$ cat src/rtl/vol_pkg.sv
package vol_pkg;
  // Fractional bits of the per-octave mantissa.
  localparam int MANT_FRAC = 14;
  // Mantissa width: 2^(11/12) * 2^14 stays below 2^15.
  localparam int MANT_W = MANT_FRAC + 1;
  // Half-dB steps in one 6 dB octave.
  localparam int STEPS_PER_OCT = 12;

  // 2^(r/12) scaled by 2^14 and rounded.
  function automatic logic [MANT_W-1:0] mant_of(input logic [3:0] r);
    logic [MANT_W-1:0] m;
    case (r)
      4'd0:    m = 15'd16384;
      4'd1:    m = 15'd17358;
      4'd2:    m = 15'd18390;
      4'd3:    m = 15'd19484;
      4'd4:    m = 15'd20643;
      4'd5:    m = 15'd21870;
      4'd6:    m = 15'd23170;
      4'd7:    m = 15'd24548;
      4'd8:    m = 15'd26008;
      4'd9:    m = 15'd27554;
      4'd10:   m = 15'd29193;
      default: m = 15'd30929;
    endcase
    return m;
  endfunction
endpackage

$ cat src/rtl/vol_mute_ramp.sv
module vol_mute_ramp #(
  parameter int MUTE_STEPS = 256,
  parameter int LVL_W      = 9
) (
  input  logic             clk,
  input  logic             rst,
  input  logic             step_i,
  input  logic             mute_i,
  output logic [LVL_W-1:0] level_o
);
  localparam logic [LVL_W-1:0] FULL = LVL_W'(MUTE_STEPS);

  always_ff @(posedge clk) begin
    if (rst) begin
      level_o <= '0;
    end else if (step_i) begin
      if (mute_i && level_o != FULL)
        level_o <= level_o + LVL_W'(1);
      else if (!mute_i && level_o != '0)
        level_o <= level_o - LVL_W'(1);
    end
  end

  assert_ramp_down_R7: assert property (@(posedge clk) disable iff (rst)
    (step_i && mute_i && level_o != FULL) |=> level_o == $past(level_o) + LVL_W'(1));

  assert_ramp_up_R8: assert property (@(posedge clk) disable iff (rst)
    (step_i && !mute_i && level_o != '0) |=> level_o == $past(level_o) - LVL_W'(1));

  assert_level_bound_R7: assert property (@(posedge clk) disable iff (rst)
    level_o <= FULL);

  assert_level_idle_R10: assert property (@(posedge clk) disable iff (rst)
    !step_i |=> $stable(level_o));
endmodule

$ cat src/rtl/vol_gain_decode.sv
module vol_gain_decode #(
  parameter int CODE_W     = 8,
  parameter int MUTE_STEPS = 256,
  parameter int MAX_BOOST  = 48,
  parameter int LVL_W      = 9,
  parameter int OFS_Q      = 32,
  parameter int SH_W       = 6
) (
  input  logic [CODE_W-1:0]           code_i,
  input  logic                        agc_i,
  input  logic [LVL_W-1:0]            level_i,
  output logic [vol_pkg::MANT_W-1:0]  mant_o,
  output logic [SH_W-1:0]             shift_o,
  output logic                        zero_o
);
  import vol_pkg::*;

  localparam int E_W = ((LVL_W > CODE_W) ? LVL_W : CODE_W) + 2;
  localparam int OFS = OFS_Q * STEPS_PER_OCT;
  localparam logic [CODE_W-1:0] SILENT = {1'b1, {(CODE_W-1){1'b0}}};

  logic signed [E_W-1:0] g;
  logic signed [E_W-1:0] e;
  logic [E_W-1:0]        u;
  logic [E_W-1:0]        q_off;
  logic [3:0]            r;
  logic                  silent_code;

  always_comb begin
    silent_code = (code_i == SILENT);
    if (agc_i)
      g = '0;
    else if ($signed(code_i) > MAX_BOOST)
      g = E_W'(MAX_BOOST);
    else
      g = E_W'($signed(code_i));
    e       = g - $signed({{(E_W-LVL_W){1'b0}}, level_i});
    u       = $unsigned(e) + E_W'(OFS);
    q_off   = u / E_W'(STEPS_PER_OCT);
    r       = 4'(u % E_W'(STEPS_PER_OCT));
    shift_o = SH_W'(MANT_FRAC + OFS_Q) - SH_W'(q_off);
    mant_o  = mant_of(r);
    zero_o  = (!agc_i && silent_code) || (level_i == LVL_W'(MUTE_STEPS));
  end
endmodule

$ cat src/rtl/vol_scale_sat.sv
module vol_scale_sat #(
  parameter int DATA_W = 24,
  parameter int SH_W   = 6,
  parameter int SH_MAX = 46
) (
  input  logic                        clk,
  input  logic                        rst,
  input  logic                        valid_i,
  input  logic [DATA_W-1:0]           sample_i,
  input  logic [vol_pkg::MANT_W-1:0]  mant_i,
  input  logic [SH_W-1:0]             shift_i,
  input  logic                        zero_i,
  output logic                        valid_o,
  output logic [DATA_W-1:0]           sample_o
);
  import vol_pkg::*;

  localparam int PROD_W = DATA_W + MANT_W + 1;
  localparam int EXT_W  = ((PROD_W > SH_MAX + 1) ? PROD_W : SH_MAX + 1) + 1;
  localparam logic signed [EXT_W-1:0] MAXV =
    {{(EXT_W-DATA_W+1){1'b0}}, {(DATA_W-1){1'b1}}};
  localparam logic signed [EXT_W-1:0] MINV =
    {{(EXT_W-DATA_W+1){1'b1}}, {(DATA_W-1){1'b0}}};

  // Multiply stage.
  logic signed [PROD_W-1:0] prod_q;
  logic [SH_W-1:0]          sh_q;
  logic                     zero_q;
  logic                     v_q;

  always_ff @(posedge clk) begin
    if (rst) begin
      v_q    <= 1'b0;
      prod_q <= '0;
      sh_q   <= '0;
      zero_q <= 1'b0;
    end else begin
      v_q <= valid_i;
      if (valid_i) begin
        prod_q <= $signed(sample_i) * $signed({1'b0, mant_i});
        sh_q   <= shift_i;
        zero_q <= zero_i;
      end
    end
  end

  // Round, shift and clip.
  logic signed [EXT_W-1:0] ext, bias, sum, shr;
  logic [DATA_W-1:0]       clipped;

  always_comb begin
    ext  = EXT_W'(prod_q);
    bias = {{(EXT_W-1){1'b0}}, 1'b1} << (sh_q - SH_W'(1));
    sum  = ext + bias;
    shr  = sum >>> sh_q;
    if (shr > MAXV)
      clipped = MAXV[DATA_W-1:0];
    else if (shr < MINV)
      clipped = MINV[DATA_W-1:0];
    else
      clipped = shr[DATA_W-1:0];
  end

  always_ff @(posedge clk) begin
    if (rst) begin
      valid_o  <= 1'b0;
      sample_o <= '0;
    end else begin
      valid_o <= v_q;
      if (v_q)
        sample_o <= zero_q ? '0 : clipped;
    end
  end

  assert_zero_out_R6: assert property (@(posedge clk) disable iff (rst)
    $past(v_q && zero_q) |-> (valid_o && sample_o == '0));

  assert_latency_R10: assert property (@(posedge clk) disable iff (rst)
    valid_o |-> $past(valid_i, 2));

  assert_hold_R10: assert property (@(posedge clk) disable iff (rst)
    !valid_o |-> $stable(sample_o));

  assert_no_overflow_R5: assert property (@(posedge clk) disable iff (rst)
    (v_q && !zero_q && prod_q >= 0) |=> !sample_o[DATA_W-1]);
endmodule

$ cat src/rtl/stereo_db_gain.sv
module stereo_db_gain #(
  parameter int DATA_W     = 24,
  parameter int CODE_W     = 8,
  parameter int MUTE_STEPS = 256,
  parameter int MAX_BOOST  = 48
) (
  input  logic              clk,
  input  logic              rst,
  input  logic              in_valid,
  input  logic [DATA_W-1:0] in_left,
  input  logic [DATA_W-1:0] in_right,
  input  logic [CODE_W-1:0] gain_left,
  input  logic [CODE_W-1:0] gain_right,
  input  logic              mute_req,
  input  logic              agc_en,
  output logic              out_valid,
  output logic [DATA_W-1:0] out_left,
  output logic [DATA_W-1:0] out_right
);
  import vol_pkg::*;

  localparam int NCH    = 2;
  localparam int LVL_W  = $clog2(MUTE_STEPS + 1);
  localparam int OFS_Q  = (MUTE_STEPS + 2**(CODE_W-1) + STEPS_PER_OCT - 1) / STEPS_PER_OCT;
  localparam int SH_MAX = MANT_FRAC + OFS_Q;
  localparam int SH_W   = $clog2(SH_MAX + 1);

  logic [LVL_W-1:0] level;

  vol_mute_ramp #(.MUTE_STEPS(MUTE_STEPS), .LVL_W(LVL_W)) u_ramp (
    .clk    (clk),
    .rst    (rst),
    .step_i (in_valid),
    .mute_i (mute_req),
    .level_o(level)
  );

  logic [DATA_W-1:0] smp_in  [NCH];
  logic [CODE_W-1:0] code_in [NCH];
  logic [DATA_W-1:0] smp_out [NCH];
  logic              vout    [NCH];

  assign smp_in[0]  = in_left;
  assign smp_in[1]  = in_right;
  assign code_in[0] = gain_left;
  assign code_in[1] = gain_right;

  logic                 s1_valid;
  logic [DATA_W-1:0]    s1_smp  [NCH];
  logic [MANT_W-1:0]    s1_mant [NCH];
  logic [SH_W-1:0]      s1_sh   [NCH];
  logic                 s1_zero [NCH];

  always_ff @(posedge clk) begin
    if (rst) s1_valid <= 1'b0;
    else     s1_valid <= in_valid;
  end

  for (genvar ch = 0; ch < NCH; ch++) begin : g_ch
    logic [MANT_W-1:0] mant_c;
    logic [SH_W-1:0]   sh_c;
    logic              zero_c;

    vol_gain_decode #(
      .CODE_W(CODE_W), .MUTE_STEPS(MUTE_STEPS), .MAX_BOOST(MAX_BOOST),
      .LVL_W(LVL_W), .OFS_Q(OFS_Q), .SH_W(SH_W)
    ) u_dec (
      .code_i (code_in[ch]),
      .agc_i  (agc_en),
      .level_i(level),
      .mant_o (mant_c),
      .shift_o(sh_c),
      .zero_o (zero_c)
    );

    always_ff @(posedge clk) begin
      if (rst) begin
        s1_smp[ch]  <= '0;
        s1_mant[ch] <= '0;
        s1_sh[ch]   <= '0;
        s1_zero[ch] <= 1'b0;
      end else if (in_valid) begin
        s1_smp[ch]  <= smp_in[ch];
        s1_mant[ch] <= mant_c;
        s1_sh[ch]   <= sh_c;
        s1_zero[ch] <= zero_c;
      end
    end

    vol_scale_sat #(.DATA_W(DATA_W), .SH_W(SH_W), .SH_MAX(SH_MAX)) u_scale (
      .clk     (clk),
      .rst     (rst),
      .valid_i (s1_valid),
      .sample_i(s1_smp[ch]),
      .mant_i  (s1_mant[ch]),
      .shift_i (s1_sh[ch]),
      .zero_i  (s1_zero[ch]),
      .valid_o (vout[ch]),
      .sample_o(smp_out[ch])
    );
  end

  assign out_valid = vout[0];
  assign out_left  = smp_out[0];
  assign out_right = smp_out[1];

  assert_bypass_R9: assert property (@(posedge clk) disable iff (rst)
    (in_valid && agc_en && level == '0) |=>
      (s1_mant[0] == MANT_W'(1 << MANT_FRAC) && s1_sh[0] == SH_W'(MANT_FRAC) && !s1_zero[0]));

  assert_lanes_aligned_R1: assert property (@(posedge clk) disable iff (rst)
    vout[0] == vout[1]);
endmodule

$ cat config.mk
export PLATFORM = sky130hd
export DESIGN_NAME = stereo_db_gain
export DESIGN_NICKNAME = d
export VERILOG_FILES = /design/src/rtl/vol_pkg.sv /design/src/rtl/vol_mute_ramp.sv /design/src/rtl/vol_gain_decode.sv /design/src/rtl/vol_scale_sat.sv /design/src/rtl/stereo_db_gain.sv
export SDC_FILE = /design/constraint.sdc
export NUM_CORES = 2
export LEC_CHECK = 0
export BUFFER_PORTS_ARGS = -buffer_cell sky130_fd_sc_hd__buf_2
export CORE_MARGIN = 2
export CORE_UTILIZATION = 59
export DETAILED_ROUTE_END_ITERATION = 10
export PLACE_DENSITY = 0.79
export SYNTH_ARGS = -nofsm -noshare
export SYNTH_HDL_FRONTEND = slang
export SYNTH_SLANG_ARGS = --single-unit
$ cat constraint.sdc
create_clock -name clk -period 6.87 [get_ports clk]
set_input_delay 0.3435 -clock clk [delete_from_list [all_inputs] [get_ports clk]]
set_output_delay 0.3435 -clock clk [all_outputs]
set_load 0.005 [all_outputs]
==> results.rst <==
.. list-table::
   :header-rows: 1

   * - Metric
     - Value
   * - Maximum buffer depth of the clock tree
     - 3
   * - Max-slew violation total from the final report
     - 0
   * - Post-DR wirelength/cell
     - approximately 22 um
   * - Outcome
     - finished with violations
   * - Signal arrival time at the worst endpoint
     - ~7.4 ns
   * - Stages on worst setup path
     - 23
   * - Die X-Extent
     - 302 um
   * - Top cell by count, worst path
     - sky130_fd_sc_hd__fa_1
   * - Normalized max-slew margin
     - around 16%
   * - Std-Cell Rows
     - about 110
   * - Number of maximum-capacitance violations
     - 0
   * - Clock net sink count
     - roughly 250
   * - Area inside the core boundary
     - roughly 88000 um^2
   * - Level count of the clock H-tree
     - 2
   * - Count of flip-flops with a built-in enable after synthesis
     - about 90
   * - Setup Total Neg Slack
     - -0.0386 ns
   * - Dpl ws
     - -0.623 ns
   * - Skew-Pair Late Insertion Delay
     - 0.59 ns
   * - Worst Hold Depth
     - 2
   * - Reg2reg end
     - g_ch[1].u_scale.prod_q[34]$_SDFFE_PP0P_
   * - Violations in the final reports
     - negative setup slack
   * - Post-detailed-routing wire length
     - about 170 mm
   * - Number of synthesized register bits
     - 246
   * - Die area
     - 90900 um^2
   * - Launch point of the critical path
     - s1_mant[1][3]$_DFFE_PP_
   * - Classification of the worst setup path
     - reg2reg
   * - Remaining antenna violation count after routing
     - 0
   * - Max Fclk
     - around 140 MHz
   * - Critical path endpoint category
     - register
   * - Clock root buffer master
     - sky130_fd_sc_hd__clkbuf_16
   * - Share of synthesized area occupied by flip-flops and latches
     - approximately 11%
   * - Library cell contributing the largest single delay on the critical path
     - sky130_fd_sc_hd__fa_1
   * - Kind of start point of the critical path
     - register
   * - Residual DRC count
     - 0
   * - Count of mapped cells out of synthesis
     - roughly 6300
   * - Number of primary I/O pins
     - ~120
   * - Actual transition at the worst max-transition pin
     - 1.26 ns
   * - CP delay by family, top
     - adder cells
   * - Post-synthesis net count
     - approximately 7500
   * - Worst Setup EP
     - g_ch[1].u_scale.prod_q[34]$_SDFFE_PP0P_
   * - Via density
     - a little over 6
   * - Worst reg-to-reg path cell count
     - 23
   * - Cell-by-cell trace of the critical path
     - buf_6 > nand2_1 > fa_1 > inv_1 > fa_1 > fa_1 > fa_1 > inv_1 > fa_1 > inv_1 > fa_1 > ha_4 > or3_1 > a211o_1 > nand2_1 > a211oi_2 > o31ai_1 > buf_4 > a211oi_4 > o41a_1 > a221o_1 > or3_1 > a32o_1
   * - Hold Fails Final Rpt
     - 0
   * - Final net count
     - roughly 7800
   * - Share of layout cells above drive strength 1
     - between 10% and 20%
   * - Reg2Reg Setup Slack
     - -0.04 ns
   * - DRT Pass-1 Iters
     - 6
   * - Area contributors post-synth
     - sky130_fd_sc_hd__fa_1 27%, sky130_fd_sc_hd__ha_1 8.3%, sky130_fd_sc_hd__inv_1 6.0%
   * - Final estimated routing congestion in global placement
     - just over 1
   * - Clock tree from TritonCTS
     - yes
   * - Library cell occupying the most area in the post-synthesis netlist
     - sky130_fd_sc_hd__fa_1
   * - Starting density of the core
     - roughly three fifths
   * - HP Class
     - in2reg
   * - First-pass GRT wire length
     - 266 mm
   * - Via count of the first global-routing pass
     - between 40000 and 50000
   * - Worst path required time
     - ~7.3 ns
   * - Synthesized area per cell
     - 8.23 um^2
   * - Main synth FF type
     - sky130_fd_sc_hd__dfxtp_1
   * - Critical path fanouts, max
     - 8
   * - Yosys cell types
     - 94
   * - Reg2Reg Launch Point
     - s1_mant[1][3]$_DFFE_PP_
   * - Port-buffer cells
     - 117
   * - Overall overflow remaining after global route
     - 0
   * - Post-detail-place hpwl
     - around 140 mm
   * - Vertical die dimension
     - 302 um
   * - Number of buffer and inverter instances along the worst setup path
     - 5
   * - Largest net degree at the start of global routing
     - 71
   * - Clock transition at the registers of the reported paths
     - around 0.070 ns
   * - CP peak stage delay
     - about 0.54 ns
   * - Unrepaired setup endpoints after global routing
     - true
   * - Share of flip-flops with an asynchronous set or reset after synthesis
     - 0%
   * - Crit path setup slack, layout
     - -0.0386 ns
   * - Total GRT Usage
     - 37.3%
   * - Initial antenna violation count
     - 4
   * - Iter 0 DRT Violations
     - roughly 4600
   * - Worst setup skew after layout
     - approximately 0.024 ns
   * - Fraction of synthesized cell area taken by the top area cell type
     - 27.1%
   * - Clock period minus worst slack
     - just under 7 ns
   * - Vias
     - ~49000
   * - YS warnings
     - 0
   * - Area of the mapped netlist
     - 52200 um^2
   * - Number of buffers created by CTS
     - 34
   * - Area Growth Syn to Fin
     - 13.1%
   * - Hold buffers post-CTS
     - 0
   * - Portion of the clock cycle consumed by the worst path in the final layout
     - 101%
   * - Count of final setup violators
     - 1
==> final cells by class <==
class,count,area [um^2]
diodes,1,2.50
clock buffers,46,1010
clock inverters,14,154
fillers,7307,29100
inverters,840,3160
multi-input cells,4917,42600
flip-flops and latches,246,5850
well taps,1165,1460
repair buffers,630,4800
==> through the flow <==
stage	hold slack [ns]	area, um^2	utilization (%)	std cells
floorplan	0.436	52300	-	6348
global placement	0.442	56400	64.0	7716
detailed placement	0.442	56400	64.0	7716
CTS	0.00847	57600	65.4	7777
global route	0.0323	59000	67.0	7858
finish	0.0303	59000	67.0	7859
==> flip-flops by register name, summed over array words and instances (netlist names) <==
register	flops
g_ch.u_scale.prod_q	80
g_ch.u_scale.sample_o	48
g_ch.u_scale.sh_q	12
g_ch.u_scale.v_q	1
g_ch.u_scale.valid_o	1
g_ch.u_scale.zero_q	2
s1_mant	30
s1_sh	12
s1_smp	48
s1_valid	1
s1_zero	2
u_ramp.level_o	9
==> logic make-up after synthesis <==
| family | after synthesis | share of synthesized area (%) |
|---|---|---|
| muxes | 243 | 5.32 |
| DFF | 246 | 11.2 |
| buffers and inverters | 1185 | 8.55 |
| AOI/OAI and AO/OA | 1297 | 17.0 |
| and+or+nand+nor | 2137 | 19.4 |
| xor gates and xnor gates | 187 | 3.16 |
| adders and majority gates | 1053 | 35.4 |
==> placed cells by master (no fill, tap or decap), drive strengths merged, types with 44 or more instances in the layout <==
cell / count
and2: 410
nand3: 115
clkbuf: 49
fa: 707
nand2: 730
buf: 627
xnor2: 134
xor2: 52
o211ai: 55
nor3: 125
a31oi: 49
dfxtp: 155
nor2: 493
nand4: 44
mux2i: 181
a211oi: 124
o21a: 49
ha: 345
a221o: 47
edfxtp: 91
a21oi: 317
o21ai: 198
inv: 842
a21o: 112
==> worst min-delay path by stage <==
stage | start | to | slack [ns]
finish | in_left[16] | s1_smp[0][16]$_SDFFCE_PN0P_ | 0.03
global route | in_left[19] | s1_smp[0][19]$_SDFFCE_PN0P_ | 0.03
CTS | in_left[16] | s1_smp[0][16]$_SDFFCE_PN0P_ | 0.008
detailed placement | g_ch[1].u_scale.sample_o[23]$_SDFFE_PP0P_ | g_ch[1].u_scale.sample_o[23]$_SDFFE_PP0P_ | 0.44
global placement | g_ch[1].u_scale.sample_o[23]$_SDFFE_PP0P_ | g_ch[1].u_scale.sample_o[23]$_SDFFE_PP0P_ | 0.44
floorplan | g_ch[1].u_scale.prod_q[0]$_SDFFE_PP0P_ | g_ch[1].u_scale.prod_q[0]$_SDFFE_PP0P_ | 0.44
==> cell usage after synthesis (15+ instances only) <==
master                        n
sky130_fd_sc_hd__nand3_1    115
sky130_fd_sc_hd__a221o_1     47
sky130_fd_sc_hd__fa_1       707
sky130_fd_sc_hd__nor4_1      24
sky130_fd_sc_hd__or2_2       25
sky130_fd_sc_hd__a221oi_1    15
sky130_fd_sc_hd__o21ai_0    192
sky130_fd_sc_hd__xor2_1      52
sky130_fd_sc_hd__a2111oi_0   19
sky130_fd_sc_hd__a211o_1     23
sky130_fd_sc_hd__a211oi_1   123
sky130_fd_sc_hd__and2_1     409
sky130_fd_sc_hd__dfxtp_1    155
sky130_fd_sc_hd__nor3_1     125
sky130_fd_sc_hd__buf_1       44
sky130_fd_sc_hd__mux2i_1    181
sky130_fd_sc_hd__mux2_2      38
sky130_fd_sc_hd__edfxtp_1    91
sky130_fd_sc_hd__ha_1       345
sky130_fd_sc_hd__o22ai_1     20
sky130_fd_sc_hd__xnor2_1    134
sky130_fd_sc_hd__o21a_1      49
sky130_fd_sc_hd__nand2_1    730
sky130_fd_sc_hd__nand4_1     44
sky130_fd_sc_hd__or3_1       29
sky130_fd_sc_hd__nor2_1     493
sky130_fd_sc_hd__o211ai_1    55
sky130_fd_sc_hd__o31ai_1     29
sky130_fd_sc_hd__o2111ai_1   15
sky130_fd_sc_hd__o21bai_1    38
sky130_fd_sc_hd__a21o_1     112
sky130_fd_sc_hd__a21oi_1    317
sky130_fd_sc_hd__nor2b_1     21
sky130_fd_sc_hd__nand2b_1    35
sky130_fd_sc_hd__inv_1      834
sky130_fd_sc_hd__mux4_2      24
sky130_fd_sc_hd__clkbuf_1   297
sky130_fd_sc_hd__and3_1      38
sky130_fd_sc_hd__a31oi_1     49
==> worst register-to-register path: stages (launching register included) <==
cell	delay, ns
sky130_fd_sc_hd__edfxtp_1	0.40
sky130_fd_sc_hd__buf_6	0.19
sky130_fd_sc_hd__nand2_1	0.11
sky130_fd_sc_hd__fa_1	0.54
sky130_fd_sc_hd__inv_1	0.05
sky130_fd_sc_hd__fa_1	0.47
sky130_fd_sc_hd__fa_1	0.51
sky130_fd_sc_hd__fa_1	0.49
sky130_fd_sc_hd__inv_1	0.05
sky130_fd_sc_hd__fa_1	0.52
sky130_fd_sc_hd__inv_1	0.05
sky130_fd_sc_hd__fa_1	0.49
sky130_fd_sc_hd__ha_4	0.19
sky130_fd_sc_hd__or3_1	0.34
sky130_fd_sc_hd__a211o_1	0.31
sky130_fd_sc_hd__nand2_1	0.10
sky130_fd_sc_hd__a211oi_2	0.09
sky130_fd_sc_hd__o31ai_1	0.25
sky130_fd_sc_hd__buf_4	0.18
sky130_fd_sc_hd__a211oi_4	0.07
sky130_fd_sc_hd__o41a_1	0.42
sky130_fd_sc_hd__a221o_1	0.37
sky130_fd_sc_hd__or3_1	0.35
sky130_fd_sc_hd__a32o_1	0.24
==> routing by layer <==
metal	share of wire (%)	global-route usage [%]	routed length, um
met1	40	48.5	68200
met4	5.4	17.2	9290
met5	0.0076	0	13
met3	8.2	6.04	14100
met2	47	60.9	79800
==> timing repair <==
action / in CTS / in global routing
cloned: 0 / 2
setup endpoints to repair: 13 / 84
pin swaps: 2 / 109
resized for setup: 15 / 224
setup buffers: 1 / 79
Power is not shown: default switching activity piles up to over one toggle a cycle in this logic, so the estimate is an artifact.
